[src/rtl/mmu_tsb_pkg.sv]
package mmu_tsb_pkg;

   localparam int DATA_W   = 64;
   localparam int SPACE_W  = 4;
   localparam int TAGCTX_W = 13;

   // address-space classes
   localparam logic [SPACE_W-1:0] SP_CTX  = 4'd0;
   localparam logic [SPACE_W-1:0] SP_XLAT = 4'd1;
   localparam logic [SPACE_W-1:0] SP_BZ0  = 4'd2;
   localparam logic [SPACE_W-1:0] SP_BZ1  = 4'd3;
   localparam logic [SPACE_W-1:0] SP_CZ   = 4'd4;
   localparam logic [SPACE_W-1:0] SP_BN0  = 4'd5;
   localparam logic [SPACE_W-1:0] SP_BN1  = 4'd6;
   localparam logic [SPACE_W-1:0] SP_CN   = 4'd7;
   localparam logic [SPACE_W-1:0] SP_PTR0 = 4'd8;
   localparam logic [SPACE_W-1:0] SP_PTR1 = 4'd9;

   typedef enum logic [3:0] {
      RG_PCTX, RG_SCTX, RG_TAG, RG_PART, RG_TTGT,
      RG_BASE_Z0, RG_BASE_Z1, RG_CFG_Z,
      RG_BASE_N0, RG_BASE_N1, RG_CFG_N,
      RG_PTR0, RG_PTR1, RG_NONE
   } reg_sel_e;

endpackage

[src/rtl/mmu_tsb_decode.sv]
module mmu_tsb_decode
   import mmu_tsb_pkg::*;
#(
   parameter int OFS_W = 12
) (
   input  logic [SPACE_W-1:0] space,
   input  logic [OFS_W-1:0]   offset,
   input  logic               write,
   output reg_sel_e           sel,
   output logic               err
);

   localparam logic [OFS_W-1:0] OF_ZERO = '0;
   localparam logic [OFS_W-1:0] OF_PCTX = OFS_W'(8'h08);
   localparam logic [OFS_W-1:0] OF_SCTX = OFS_W'(8'h10);
   localparam logic [OFS_W-1:0] OF_TAG  = OFS_W'(8'h30);
   localparam logic [OFS_W-1:0] OF_PART = OFS_W'(8'h80);

   logic read_only;

   always_comb begin
      sel = RG_NONE;
      unique case (space)
         SP_CTX: begin
            if (offset == OF_PCTX)      sel = RG_PCTX;
            else if (offset == OF_SCTX) sel = RG_SCTX;
         end
         SP_XLAT: begin
            if (offset == OF_ZERO)      sel = RG_TTGT;
            else if (offset == OF_TAG)  sel = RG_TAG;
            else if (offset == OF_PART) sel = RG_PART;
         end
         SP_BZ0:  if (offset == OF_ZERO) sel = RG_BASE_Z0;
         SP_BZ1:  if (offset == OF_ZERO) sel = RG_BASE_Z1;
         SP_CZ:   if (offset == OF_ZERO) sel = RG_CFG_Z;
         SP_BN0:  if (offset == OF_ZERO) sel = RG_BASE_N0;
         SP_BN1:  if (offset == OF_ZERO) sel = RG_BASE_N1;
         SP_CN:   if (offset == OF_ZERO) sel = RG_CFG_N;
         SP_PTR0: if (offset == OF_ZERO) sel = RG_PTR0;
         SP_PTR1: if (offset == OF_ZERO) sel = RG_PTR1;
         default: sel = RG_NONE;
      endcase
   end

   assign read_only = (sel == RG_TTGT) || (sel == RG_PTR0) || (sel == RG_PTR1);
   assign err       = (sel == RG_NONE) || (write && read_only);

endmodule

[src/rtl/mmu_tsb_ptr.sv]
module mmu_tsb_ptr
   import mmu_tsb_pkg::*;
#(
   parameter bit HAS_SPLIT = 1'b0,
   parameter int PS_W      = 3,
   parameter int BS_W      = 4
) (
   input  logic [DATA_W-1:0] tag_acc,
   input  logic [DATA_W-1:0] base,
   input  logic [DATA_W-1:0] cfg,
   output logic [DATA_W-1:0] ptr
);

   localparam int SH_MAX  = 9 + 3 * ((1 << PS_W) - 1);
   localparam int TOP_MAX = 13 + ((1 << BS_W) - 1);

   initial begin
      if (SH_MAX >= DATA_W)  $error("page size code too wide");
      if (TOP_MAX >= DATA_W) $error("buffer size code too wide");
   end

   logic [PS_W-1:0]   ps;
   logic [BS_W-1:0]   bs;
   logic [6:0]        shamt;
   logic [6:0]        top;
   logic [DATA_W-1:0] shifted;
   logic [DATA_W-1:0] field_mask;
   logic [DATA_W-1:0] core;

   assign ps         = cfg[PS_W-1:0];
   assign bs         = base[BS_W-1:0];
   assign shamt      = 7'd9 + 7'(ps) * 7'd3;
   assign top        = 7'd13 + 7'(bs);
   assign shifted    = tag_acc >> shamt;
   assign field_mask = ((DATA_W'(1) << top) - DATA_W'(1)) & ~DATA_W'(16'hF);
   assign core       = {base[DATA_W-1:13], 13'd0} | (shifted & field_mask);

   generate
      if (HAS_SPLIT) begin : g_split
         assign ptr = core | ((base[12] ? DATA_W'(1) : DATA_W'(0)) << top);
      end else begin : g_plain
         assign ptr = core;
      end
   endgenerate

endmodule

[src/rtl/mmu_tsb_regfile.sv]
module mmu_tsb_regfile
   import mmu_tsb_pkg::*;
#(
   parameter int OFS_W  = 12,
   parameter int CTX_W  = 13,
   parameter int PART_W = 8
) (
   input  logic                clk,
   input  logic                rst_n,
   input  logic                req_valid,
   input  logic                req_write,
   input  logic [SPACE_W-1:0]  req_space,
   input  logic [OFS_W-1:0]    req_offset,
   input  logic [DATA_W-1:0]   req_wdata,
   input  logic                miss_valid,
   input  logic [DATA_W-1:0]   miss_va,
   input  logic [TAGCTX_W-1:0] miss_ctx,
   output logic                rsp_valid,
   output logic                rsp_err,
   output logic [DATA_W-1:0]   rsp_rdata
);

   localparam int NSET  = 2;
   localparam int NSLOT = 2;

   initial begin
      if (OFS_W < 8)                   $error("OFS_W must reach offset 0x80");
      if (CTX_W < 1 || CTX_W > 32)     $error("CTX_W out of range");
      if (PART_W < 1 || PART_W > 32)   $error("PART_W out of range");
   end

   reg_sel_e            sel;
   logic                dec_err;
   logic                wr_ok;
   logic [CTX_W-1:0]    pctx_q, sctx_q;
   logic [PART_W-1:0]   part_q;
   logic [DATA_W-1:0]   tag_q;
   logic [DATA_W-1:0]   base_q [NSET][NSLOT];
   logic [DATA_W-1:0]   cfg_q  [NSET];
   logic                use_nz;
   logic [DATA_W-1:0]   ptr    [NSLOT];
   logic [DATA_W-1:0]   ttgt;
   logic [DATA_W-1:0]   rd_mux;

   mmu_tsb_decode #(.OFS_W(OFS_W)) u_dec (
      .space  (req_space),
      .offset (req_offset),
      .write  (req_write),
      .sel    (sel),
      .err    (dec_err)
   );

   assign wr_ok  = req_valid && req_write && !dec_err;
   assign use_nz = (tag_q[TAGCTX_W-1:0] != '0);

   generate
      for (genvar s = 0; s < NSLOT; s++) begin : g_ptr
         mmu_tsb_ptr #(.HAS_SPLIT(s == 1)) u_ptr (
            .tag_acc (tag_q),
            .base    (base_q[use_nz][s]),
            .cfg     (cfg_q[use_nz]),
            .ptr     (ptr[s])
         );
      end
   endgenerate

   assign ttgt = {3'd0, tag_q[TAGCTX_W-1:0], 6'd0, tag_q[DATA_W-1:22]};

   always_comb begin
      rd_mux = '0;
      unique case (sel)
         RG_PCTX:    rd_mux = DATA_W'(pctx_q);
         RG_SCTX:    rd_mux = DATA_W'(sctx_q);
         RG_TAG:     rd_mux = tag_q;
         RG_PART:    rd_mux = DATA_W'(part_q);
         RG_TTGT:    rd_mux = ttgt;
         RG_BASE_Z0: rd_mux = base_q[0][0];
         RG_BASE_Z1: rd_mux = base_q[0][1];
         RG_CFG_Z:   rd_mux = cfg_q[0];
         RG_BASE_N0: rd_mux = base_q[1][0];
         RG_BASE_N1: rd_mux = base_q[1][1];
         RG_CFG_N:   rd_mux = cfg_q[1];
         RG_PTR0:    rd_mux = ptr[0];
         RG_PTR1:    rd_mux = ptr[1];
         default:    rd_mux = '0;
      endcase
   end

   always_ff @(posedge clk) begin
      if (!rst_n) begin
         pctx_q <= '0;
         sctx_q <= '0;
         part_q <= '0;
         tag_q  <= '0;
         for (int i = 0; i < NSET; i++) begin
            cfg_q[i] <= '0;
            for (int j = 0; j < NSLOT; j++) base_q[i][j] <= '0;
         end
      end else begin
         if (wr_ok) begin
            unique case (sel)
               RG_PCTX:    pctx_q       <= req_wdata[CTX_W-1:0];
               RG_SCTX:    sctx_q       <= req_wdata[CTX_W-1:0];
               RG_PART:    part_q       <= req_wdata[PART_W-1:0];
               RG_BASE_Z0: base_q[0][0] <= req_wdata;
               RG_BASE_Z1: base_q[0][1] <= req_wdata;
               RG_CFG_Z:   cfg_q[0]     <= req_wdata;
               RG_BASE_N0: base_q[1][0] <= req_wdata;
               RG_BASE_N1: base_q[1][1] <= req_wdata;
               RG_CFG_N:   cfg_q[1]     <= req_wdata;
               default: ;
            endcase
         end
         if (miss_valid)
            tag_q <= {miss_va[DATA_W-1:TAGCTX_W], miss_ctx};
         else if (wr_ok && sel == RG_TAG)
            tag_q <= req_wdata;
      end
   end

   always_ff @(posedge clk) begin
      if (!rst_n) begin
         rsp_valid <= 1'b0;
         rsp_err   <= 1'b0;
         rsp_rdata <= '0;
      end else begin
         rsp_valid <= req_valid;
         rsp_err   <= req_valid && dec_err;
         rsp_rdata <= (req_valid && !req_write && !dec_err) ? rd_mux : '0;
      end
   end

endmodule

[config.mk]
export PLATFORM = sky130hd
export DESIGN_NAME = mmu_tsb_regfile
export DESIGN_NICKNAME = d
export VERILOG_FILES = /design/src/rtl/mmu_tsb_pkg.sv /design/src/rtl/mmu_tsb_decode.sv /design/src/rtl/mmu_tsb_ptr.sv /design/src/rtl/mmu_tsb_regfile.sv
export SDC_FILE = /design/constraint.sdc
export NUM_CORES = 1
export LEC_CHECK = 0
export ABC_AREA = 1
export CAP_MARGIN = 0
export CORE_MARGIN = 2
export CORE_UTILIZATION = 40
export CTS_BUF_LIST = sky130_fd_sc_hd__clkbuf_16
export CTS_CLUSTER_DIAMETER = 40
export DETAILED_ROUTE_END_ITERATION = 12
export SLEW_MARGIN = 40
export SYNTH_ARGS = -nofsm -noshare
export SYNTH_HDL_FRONTEND = slang
export SYNTH_SLANG_ARGS = --single-unit
[constraint.sdc]
create_clock -name clk -period 9.7 [get_ports clk]
set_input_delay 1.94 -clock clk [delete_from_list [all_inputs] [get_ports clk]]
set_output_delay 1.94 -clock clk [all_outputs]
set_load 0.005 [all_outputs]
# Word level (Yosys, flattened, before mapping)
# Memories as Yosys holds them, arrays and structs flattened.
# Cells that the tools add are included.
# classes
n_addsub,5
multipliers,1
n_eq_ne,26
shifts,4
n_mux,49
n_bitwise,11
n_reduce_logical,21
# op_table
cell,n
$pmux W64 S13,1
$mux W64,8
$or A64 B64 Y64,3
$and A64 B64 Y64,2
$shl A1 B7 Y64 const A,2
$sub A64 B1 Y64 const B,2
$shl A64 B7 Y64,1
$shr A64 B7 Y64,1
$pmux W4 S10,1
$eq A4 B3 Y1 const B,8
$eq A4 B4 Y1 const B,8
$mux W4,8
$mux W1,27
$eq A4 B2 Y1 const B,4
$reduce_bool A13 Y1,1
$eq A12 B4 Y1 const B,1
$eq A12 B5 Y1 const B,1
$eq A12 B6 Y1 const B,1
$eq A12 B8 Y1 const B,1
$logic_not A12 Y1,1
$mux W3,4
$add A4 B4 Y5 const A,2
$eq A4 B1 Y1 const B,2
$logic_not A4 Y1,2
8 further kinds,25
# word_totals
register_bits,164
mem_bits_rw,384
in_bits,162
out_inout_bits,66
word_cells,126
mem_count,2
# memory_table
memory,words,width,rd,rd_ports_with_merged_regs,write_ports,line_no,rtl
base_q,2,128,3,0,2,mmu_tsb_regfile.sv:38,logic [DATA_W-1:0] base_q [NSET][NSLOT];
cfg_q,2,64,3,0,2,mmu_tsb_regfile.sv:39,logic [DATA_W-1:0] cfg_q [NSET];

# Depth between registers and ports, before layout
# Gate-level depths: netlist (run 1).
# logic_depth
depth_word,16
mapped_depth,28
depth_no_buf,22

# Modules after synthesis
# A second synthesis (run 1) with hierarchy kept.
# unflattened
hier_cells,5087
hier_area_um2,34964.8
# by_module_without_submodules
module,n_inst,cells_each,area_each_um2,seq_area_each_um2
mmu_tsb_regfile,1,3436,27040.9,14814.2
mmu_tsb_ptr (g_ptr[1].u_ptr),1,923,4494.3,0.0
mmu_tsb_ptr (g_ptr[0].u_ptr),1,634,3001.6,0.0
mmu_tsb_decode,1,94,427.9,0.0

# Worst setup path before layout (run 1)
# Ideal clock, no wire load.
# synth_timing
path_type,input port to flip-flop
from,input port req_space[3]
to,memory base_q[1][0] (netlist bit) (enable)
setup_time_ps,574
t_arrival_ps,7965
t_required_ps,9126
slack_ps,1160
stages,13
path_buffers,2
path_cell_list,buf_2 -> nor2_1 -> nand2_1 -> o21bai_2 -> or2_4 -> nand2_1 -> inv_2 -> nand2_4 -> inv_2 -> nor2_8 -> nand2_1 -> clkbuf_1 -> o21ai_0
# synth_rtl
item,line_no,rtl
"start, declared",mmu_tsb_regfile.sv:12,"input logic [SPACE_W-1:0] req_space,"
"end, declared",mmu_tsb_regfile.sv:38,

# Worst setup path after layout (run 1)
# layout_timing
from,input port req_offset[5]
to,register rsp_rdata[8]
# layout_via
elab_chain_len,13
elab_cells_between_ends,41
classes_between,17 x eq/ne; 15 x mux; 9 x reduce/logical
# layout_rtl
item,line_no,rtl
"start, declared",mmu_tsb_regfile.sv:13,"input logic [OFS_W-1:0] req_offset,"
$eq A12 B8 Y1,mmu_tsb_decode.sv:31,else if (offset == OF_PART) sel = RG_PART;
$mux W4,mmu_tsb_decode.sv:31,
$mux W4,mmu_tsb_decode.sv:30,else if (offset == OF_TAG) sel = RG_TAG;
$mux W4,mmu_tsb_decode.sv:29,if (offset == OF_ZERO) sel = RG_TTGT;
$pmux W4 S10 (*),mmu_tsb_decode.sv:23,unique case (space)
$eq A4 B3 Y1 / $eq A4 B4 Y1 (equally long branches),"mmu_tsb_decode.sv:45, mmu_tsb_regfile.sv:71",
$logic_or A1 B1 Y1 (2 in a row),mmu_tsb_decode.sv:45,assign read_only = (sel == RG_TTGT) || (sel == RG_PTR0) || (sel == RG_PTR1);
$logic_and A1 B1 Y1,mmu_tsb_decode.sv:46,assign err = (sel == RG_NONE) || (write && read_only);
$logic_or A1 B1 Y1,mmu_tsb_decode.sv:46,
$logic_not A1 Y1,mmu_tsb_regfile.sv:129,rsp_rdata <= (req_valid && !req_write && !dec_err) ? rd_mux : '0;
$logic_and A1 B1 Y1,mmu_tsb_regfile.sv:129,
$reduce_and A2 Y1 (no line),--,
"end signal, assigned",mmu_tsb_regfile.sv:129,
"end, declared",mmu_tsb_regfile.sv:20,output logic [DATA_W-1:0] rsp_rdata
# Every way passes the cells marked *; elsewhere a longest branch is shown, timed or not.
# A chain may end at the register's enable or synchronous reset.

==> impl_metrics.csv, run 1 <==
group,metric,value,unit
status,outcome,"complete, no violations",
critical_path,r2r.worst_path.cells,21,
clocking,clock-sinks,548,
global_route,grt_first_pass_wirelength,183,mm
final_layout,ff_latch_area,14800,um^2
critical_path,crit_slowest_cell,"clkinv_1",
clocking,clk-insertion-delay-late,0.67,ns
sta,whs,0.487,ns
critical_path,r2r_end,"rsp_rdata[30]",
route,wl,127,mm
critical_path,crit_start,"req_offset[5]",
critical_path,critical_path_class,"in2reg",
synthesis,syn_inst,3934,
synthesis,ys_ff_latch,548,
synthesis,yosys_warnings,0,
placed_design,gp_congestion,1.02,
synthesis,avgSynthCellArea,7.57,um^2
power,power.density,209,nW/um^2
critical_path,cp_cell_sequence,"clkdlybuf4s50_1 > nor4_1 > o21ai_0 > nand2_1 > o21ai_0 > nand2_1 > nand2_4 > inv_2 > nor2_8 > nand2_2 > clkinv_1 > buf_4 > nand2_1 > o21ai_0 > nor2_1 > nor3b_1 > a21oi_1",
sta,fin_skew,0.0277,ns
clocking,cts_tree,"done",
synthesis,synth-edff-count,384,
route,avgRoutedWirePerCell,24.8,um
floorplanning,row_count,100,
final_layout,fillers,7402,
route,num_vias,29300,
synthesis,yosys.area.top_type,"edfxtp_1",
floorplanning,dieArea,76700,um^2
route,vias_per_cell,5.71,
synthesis,synth_most_common_cell,"nand2_1",
placed_design,dp_hpwl,84.7,mm
route,drtAntennaViolNets,0,
critical_path,start_kind,"input pin",
clocking,htree_levels,3,
floorplanning,start_util,40.2,%
hold_path,hold_end,"tag_q[62]",
final_layout,syn2layout_area_growth,21.4,%
clocking,clk_path_buf_depth,3,
sta,period_share,65.8,%
floorplanning,die_y,277,um
placed_design,io_buffer_count,214,
hold_path,hold_path_depth,2,
clocking,cts_buffers,93,
sta,setup_tns,0,ns
critical_path,r2r-start,"tag_q[12]",
route,first_pass_iters,6,
synthesis,synth_area_leaders,"edfxtp_1, nand2_1, dfxtp_1",
sta,drv_slew,0,
sta,rsz0062_at_grt,"false",
route,dr.first_iter.drc_count,3850,
synthesis,synth_seq_area_share,49.7,%
synthesis,synth_cell_types,56,
route,drc,0,
synthesis,synth_nets,4105,
synthesis,synth_flop_cell,"edfxtp_1",
critical_path,cp_max_fo,37,
final_layout,finalNetCount,4246,
clocking,ctsRootBufferMaster,"clkbuf_16",
synthesis,ys_top_cells_by_count,"nand2_1, nor2_1, edfxtp_1",
hold_path,min-delay-path-class,"reg2reg",
final_layout,multi_input_area,12900,um^2
clocking,ctsResizeCount,0,
global_route,antenna_found_initial,9,
critical_path,rrSetupSlack,3.48,ns
clocking,clk_pin_slew,0.05,ns
critical_path,crit_path_end_kind,"flip-flop",
final_layout,final_layout_size_suffix_gt1_share,7.41,%
global_route,gr-total-overflow,0,
sta,relSlewSlack,38.8,%
sta,fmax,157,MHz
floorplanning,pin_count,228,
global_route,grtUsageTotal,32.4,%
hold_path,min-delay-start,"tag_q[62]",
run,cap_violations,0,
sta,min_period,6.39,ns
global_route,grt_max_degree,79,
critical_path,cp.arrival,6.83,ns
clocking,cts_hold_buf,0,
power,p_leak,15.1,nW
power,peakVddDrop,0.121,mV
global_route,grt_pass1_vias,27400,
synthesis,async_flop_share,0,%
synthesis,yosysTopAreaCellShare,38.7,%
critical_path,max_stage_delay,0.83,ns
floorplanning,core_area,74100,um^2
sta,setup_viol,0,
synthesis,netlist_area,29800,um^2
sta,worst_slew_pin_slew,0.912,ns
critical_path,crit_required,10.14,ns
sta,hold_viol,0,
floorplanning,die_w,277,um
clocking,post_cts_buffers,0,
[area by class of cell]
class / count / share of cell area (%)
inverter: 330 / 3.45
multi-input combinational: 2825 / 35.6
tap: 969 / 3.35
clock inverter: 77 / 2.25
clock buffer: 99 / 6.85
timing repair buffer: 277 / 7.52
sequential: 548 / 41.0
antenna: 1 / 0.00692
[how the worst max path moves through the flow]
stage               cells after the start            to
global route                           18  rsp_rdata[8]
finish                                 17  rsp_rdata[8]
floorplan                              13  base_q[1][0]
CTS                                    17  rsp_rdata[8]
detailed placement                     17  rsp_rdata[8]
global placement                       17  cfg_q[0][29]
[power by group]
group	leakage, nW	internal [mW]	switching, mW
Combinational	8.50	0.393	1.07
Clock	1.63	2.13	1.28
Sequential	4.99	2.61	0.0593
Total	15.1	5.13	2.41
[worst max-delay path, delay by kind of cell]
kind | cells | cell delay [ns]
compound gates | 4 | 0.68
buf+inv | 4 | 2.00
simple gates | 9 | 2.17
[layout by cell type, fill, tap and decap left out, types with 33 or more instances in the layout]
master	count
clkbuf_16	99
o21ai_1	55
inv_1	320
buf_4	50
nand3_1	347
nand4_1	33
a21oi_1	151
edfxtp_1	384
dfxtp_1	164
nand2_1	1117
nor2_1	564
clkdlybuf4s50_1	212
o21ai_0	348
[routing by layer]
metal	wire length (um)	up-vias	part of all wire, %	GRT usage [%]
met4	5630	2	4.4	14.1
met3	12900	305	10	5.95
li1	-	13300	-	-
met5	13	-	0.010	0
met2	57200	1658	45	51.5
met1	51100	13900	40	43.3
[state kept, by name, indices dropped and copies added (netlist names)]
register,count
base_q,256
cfg_q,128
rsp_rdata,64
tag_q,64
pctx_q,13
sctx_q,13
part_q,8
rsp_err,1
rsp_valid,1
[stage by stage]
stage	power [mW]	util, %	setup slack [ns]	cells	instance area, um^2
after global placement	4.12	44.2	2.91	4941	32700
after floorplan	3.59	-	1.16	3934	29800
after global routing	7.77	48.8	3.27	5125	36200
after detailed placement	4.13	44.4	2.98	4949	32900
after CTS	7.51	48.8	3.63	5125	36200
final	7.54	48.8	3.31	5126	36200
[cell families (layout without fill, tap and decap cells)]
kind of cell / after synthesis / after routing / synth area share (%)
muxes: 10 / 10 / 0.336
DFF: 548 / 548 / 49.7
adders and majority gates: 9 / 9 / 0.403
and+or+nand+nor: 2139 / 2139 / 29.6
buffers and inverters: 561 / 783 / 7.62
other: 0 / 1 / 0
AOI/OAI and AO/OA: 665 / 665 / 12.2
xor gates and xnor gates: 2 / 2 / 0.0840
(Power assumes the default switching activity.)
==> run 2: changes to the inputs <==
- clock period: 9.7 -> 5.4 ns (I/O delays scaled with it)
==> impl_metrics.csv, run 2 (synthesis results as in run 1) <==
group,metric,value,unit
power,power_frac_clock,46.3,%
floorplanning,die_y,277,um
placed_design,io_buffer_count,214,
route,num_vias,29300,
critical_path,crit_required,5.92,ns
final_layout,syn2layout_area_growth,23.5,%
critical_path,start_kind,"flip-flop",
final_layout,postLayoutCellArea,36800,um^2
final_layout,diodes,0,
power,power.density,381,nW/um^2
critical_path,crit_family,"compound AO/OA/AOI/OAI gates",
clocking,cts_buffers,97,
clocking,clk_pin_slew,0.06,ns
placed_design,gp_congestion,0.997,
sta,rsz0062_at_grt,"false",
final_layout,final-instance-count-excl-fill,5170,
power,p_seq_share,34.3,%
run,cap_violations,0,
power,p_sw,4.40,mW
floorplanning,dieArea,76700,um^2
global_route,grt_max_degree,84,
critical_path,crit_slowest_cell,"o21ai_0",
sta,relSlewSlack,45.7,%
critical_path,cp_cell_sequence,"inv_1 > nand2_1 > nor2_1 > nand2_4 > inv_2 > o21ai_0 > ha_1 > inv_1 > fa_1 > xor2_4 > inv_2 > o211ai_1 > nand2_1 > nand3_1 > nand2_1 > nand2_1 > a21oi_1",
clocking,clock-sinks,548,
route,dr.first_iter.drc_count,4057,
clocking,post_cts_buffers,0,
power,p_total,14.0,mW
sta,fin_skew,0.0379,ns
final_layout,final_layout_size_suffix_gt1_share,8.33,%
route,first_pass_iters,6,
placed_design,place_inst,4986,
status,outcome,"complete, no violations",
sta,drv_slew,0,
route,wl,127,mm
global_route,grt_pass1_vias,27400,
final_layout,final_common_cell,"nand2_1",
final_layout,finalNetCount,4287,
route,avgRoutedWirePerCell,24.6,um
critical_path,cp.arrival,5.40,ns
power,p_leak,15.4,nW
sta,hold_viol,0,
route,drtAntennaViolNets,0,
route,vias_per_cell,5.67,
critical_path,cp_max_fo,36,
sta,period_share,90.5,%
floorplanning,die_w,277,um
final_layout,largest_register_ff_count,256,
critical_path,critical_path_class,"reg2reg",
floorplanning,row_count,100,
floorplanning,start_util,40.2,%
critical_path,path_common_cell,"nand2_1",
critical_path,crit_path_end_kind,"flip-flop",
power,peakVddDrop,0.255,mV
clocking,cts_hold_buf,0,
floorplanning,core_area,74100,um^2
clocking,htree_levels,3,
clocking,clk_path_buf_depth,3,
clocking,ctsRootBufferMaster,"clkbuf_16",
final_layout,reg_top3,"base_q x256, cfg_q x128",
floorplanning,pin_count,228,
sta,min_period,4.89,ns
clocking,ctsResizeCount,0,
global_route,antenna_found_initial,5,
power,pwr-share-comb,19.4,%
sta,fmax,205,MHz
placed_design,placed_area,33300,um^2
sta,worst_slack,0.513,ns
hold_path,min-delay-path-class,"reg2reg",
clocking,clk-insertion-delay-late,0.67,ns
clocking,cts_tree,"done",
power,p_sw_share,31.4,%
final_layout,mostFrequentLayoutCells,"nand2_1, nor2_1, edfxtp_1",
placed_design,dp_hpwl,87.2,mm
power,intPower,9.61,mW
critical_path,max_stage_delay,0.61,ns
sta,setup_tns,0,ns
route,drc,0,
placed_design,preCtsSetupSlack,0.461,ns
sta,worst_slew_pin_slew,0.806,ns
global_route,grtUsageTotal,32.6,%
critical_path,path_buf_inv,4,
global_route,gr-total-overflow,0,
final_layout,regMostFlops,"base_q",
global_route,grt_first_pass_wirelength,184,mm
sta,setup_viol,0,
-- run 2: changes by cell type in the layout (fill, tap and decap cells not counted), moves of 3 or more --
| cell | delta |
|---|---|
| bufinv_16 | +8 |
| clkinvlp_4 | -6 |
| buf_8 | -3 |
| inv_4 | -3 |
| buf_6 | -3 |
| inv_1 | -8 |
| clkinv_1 | +11 |
| inv_8 | -4 |
| clkinv_4 | +8 |
| buf_4 | +28 |
| buf_12 | +15 |
-- run 2: layout make-up --
class,count,area (um^2)
Multi-Input combinational cell,2825,12900
Clock buffer,98,2450
Fill cell,7280,37300
Sequential cell,548,14800
Clock inverter,86,1040
Timing Repair Buffer,314,3150
Inverter,330,1240
Tap cell,969,1210
-- run 2: path summary, 6_finish.rpt --
check                        to  cells past startpoint       from  slack (ns)
hold reg to reg       tag_q[17]                      2  tag_q[17]        0.49
hold / removal        tag_q[17]                      2  tag_q[17]        0.49
setup reg to reg  rsp_rdata[30]                     17  tag_q[12]        0.51
setup / recovery  rsp_rdata[30]                     17  tag_q[12]        0.51
-- run 2: worst reg2reg max path: stages (launching register included) --
cell and delay, ns:
dfxtp_1 0.41, inv_1 0.15, nand2_1 0.10, nor2_1 0.07, nand2_4 0.12, inv_2 0.20
o21ai_0 0.61, ha_1 0.34, inv_1 0.08, fa_1 0.51, xor2_4 0.22, inv_2 0.53
o211ai_1 0.27, nand2_1 0.23, nand3_1 0.31, nand2_1 0.16, nand2_1 0.06, a21oi_1 0.38
-- run 2: per-stage QoR --
step / hold WS, ns / util (%)
floorplan: 0.462 / -
global placement: 0.473 / 44.9
detailed placement: 0.476 / 44.9
CTS: 0.485 / 49.6
global route: 0.504 / 49.7
finish: 0.486 / 49.7
-- run 2: power groups by stage --
stage	logic, mW	registers (mW)	clock network (mW)
floorplan	1.58	4.85	0
global placement	2.63	4.88	0
detailed placement	2.63	4.88	0
CTS	2.64	4.80	6.53
global route	2.91	4.82	6.72
finish	2.72	4.80	6.49
-- run 2: per-layer routing --
| metal | GRT usage, % | vias to the layer above | share of wire (%) |
|---|---|---|---|
| li1 | - | 13400 | - |
| met1 | 43.9 | 13800 | 40 |
| met2 | 50.4 | 1762 | 44 |
| met3 | 7.17 | 321 | 12 |
| met4 | 14.1 | 6 | 4.5 |
| met5 | 0 | - | 0.027 |
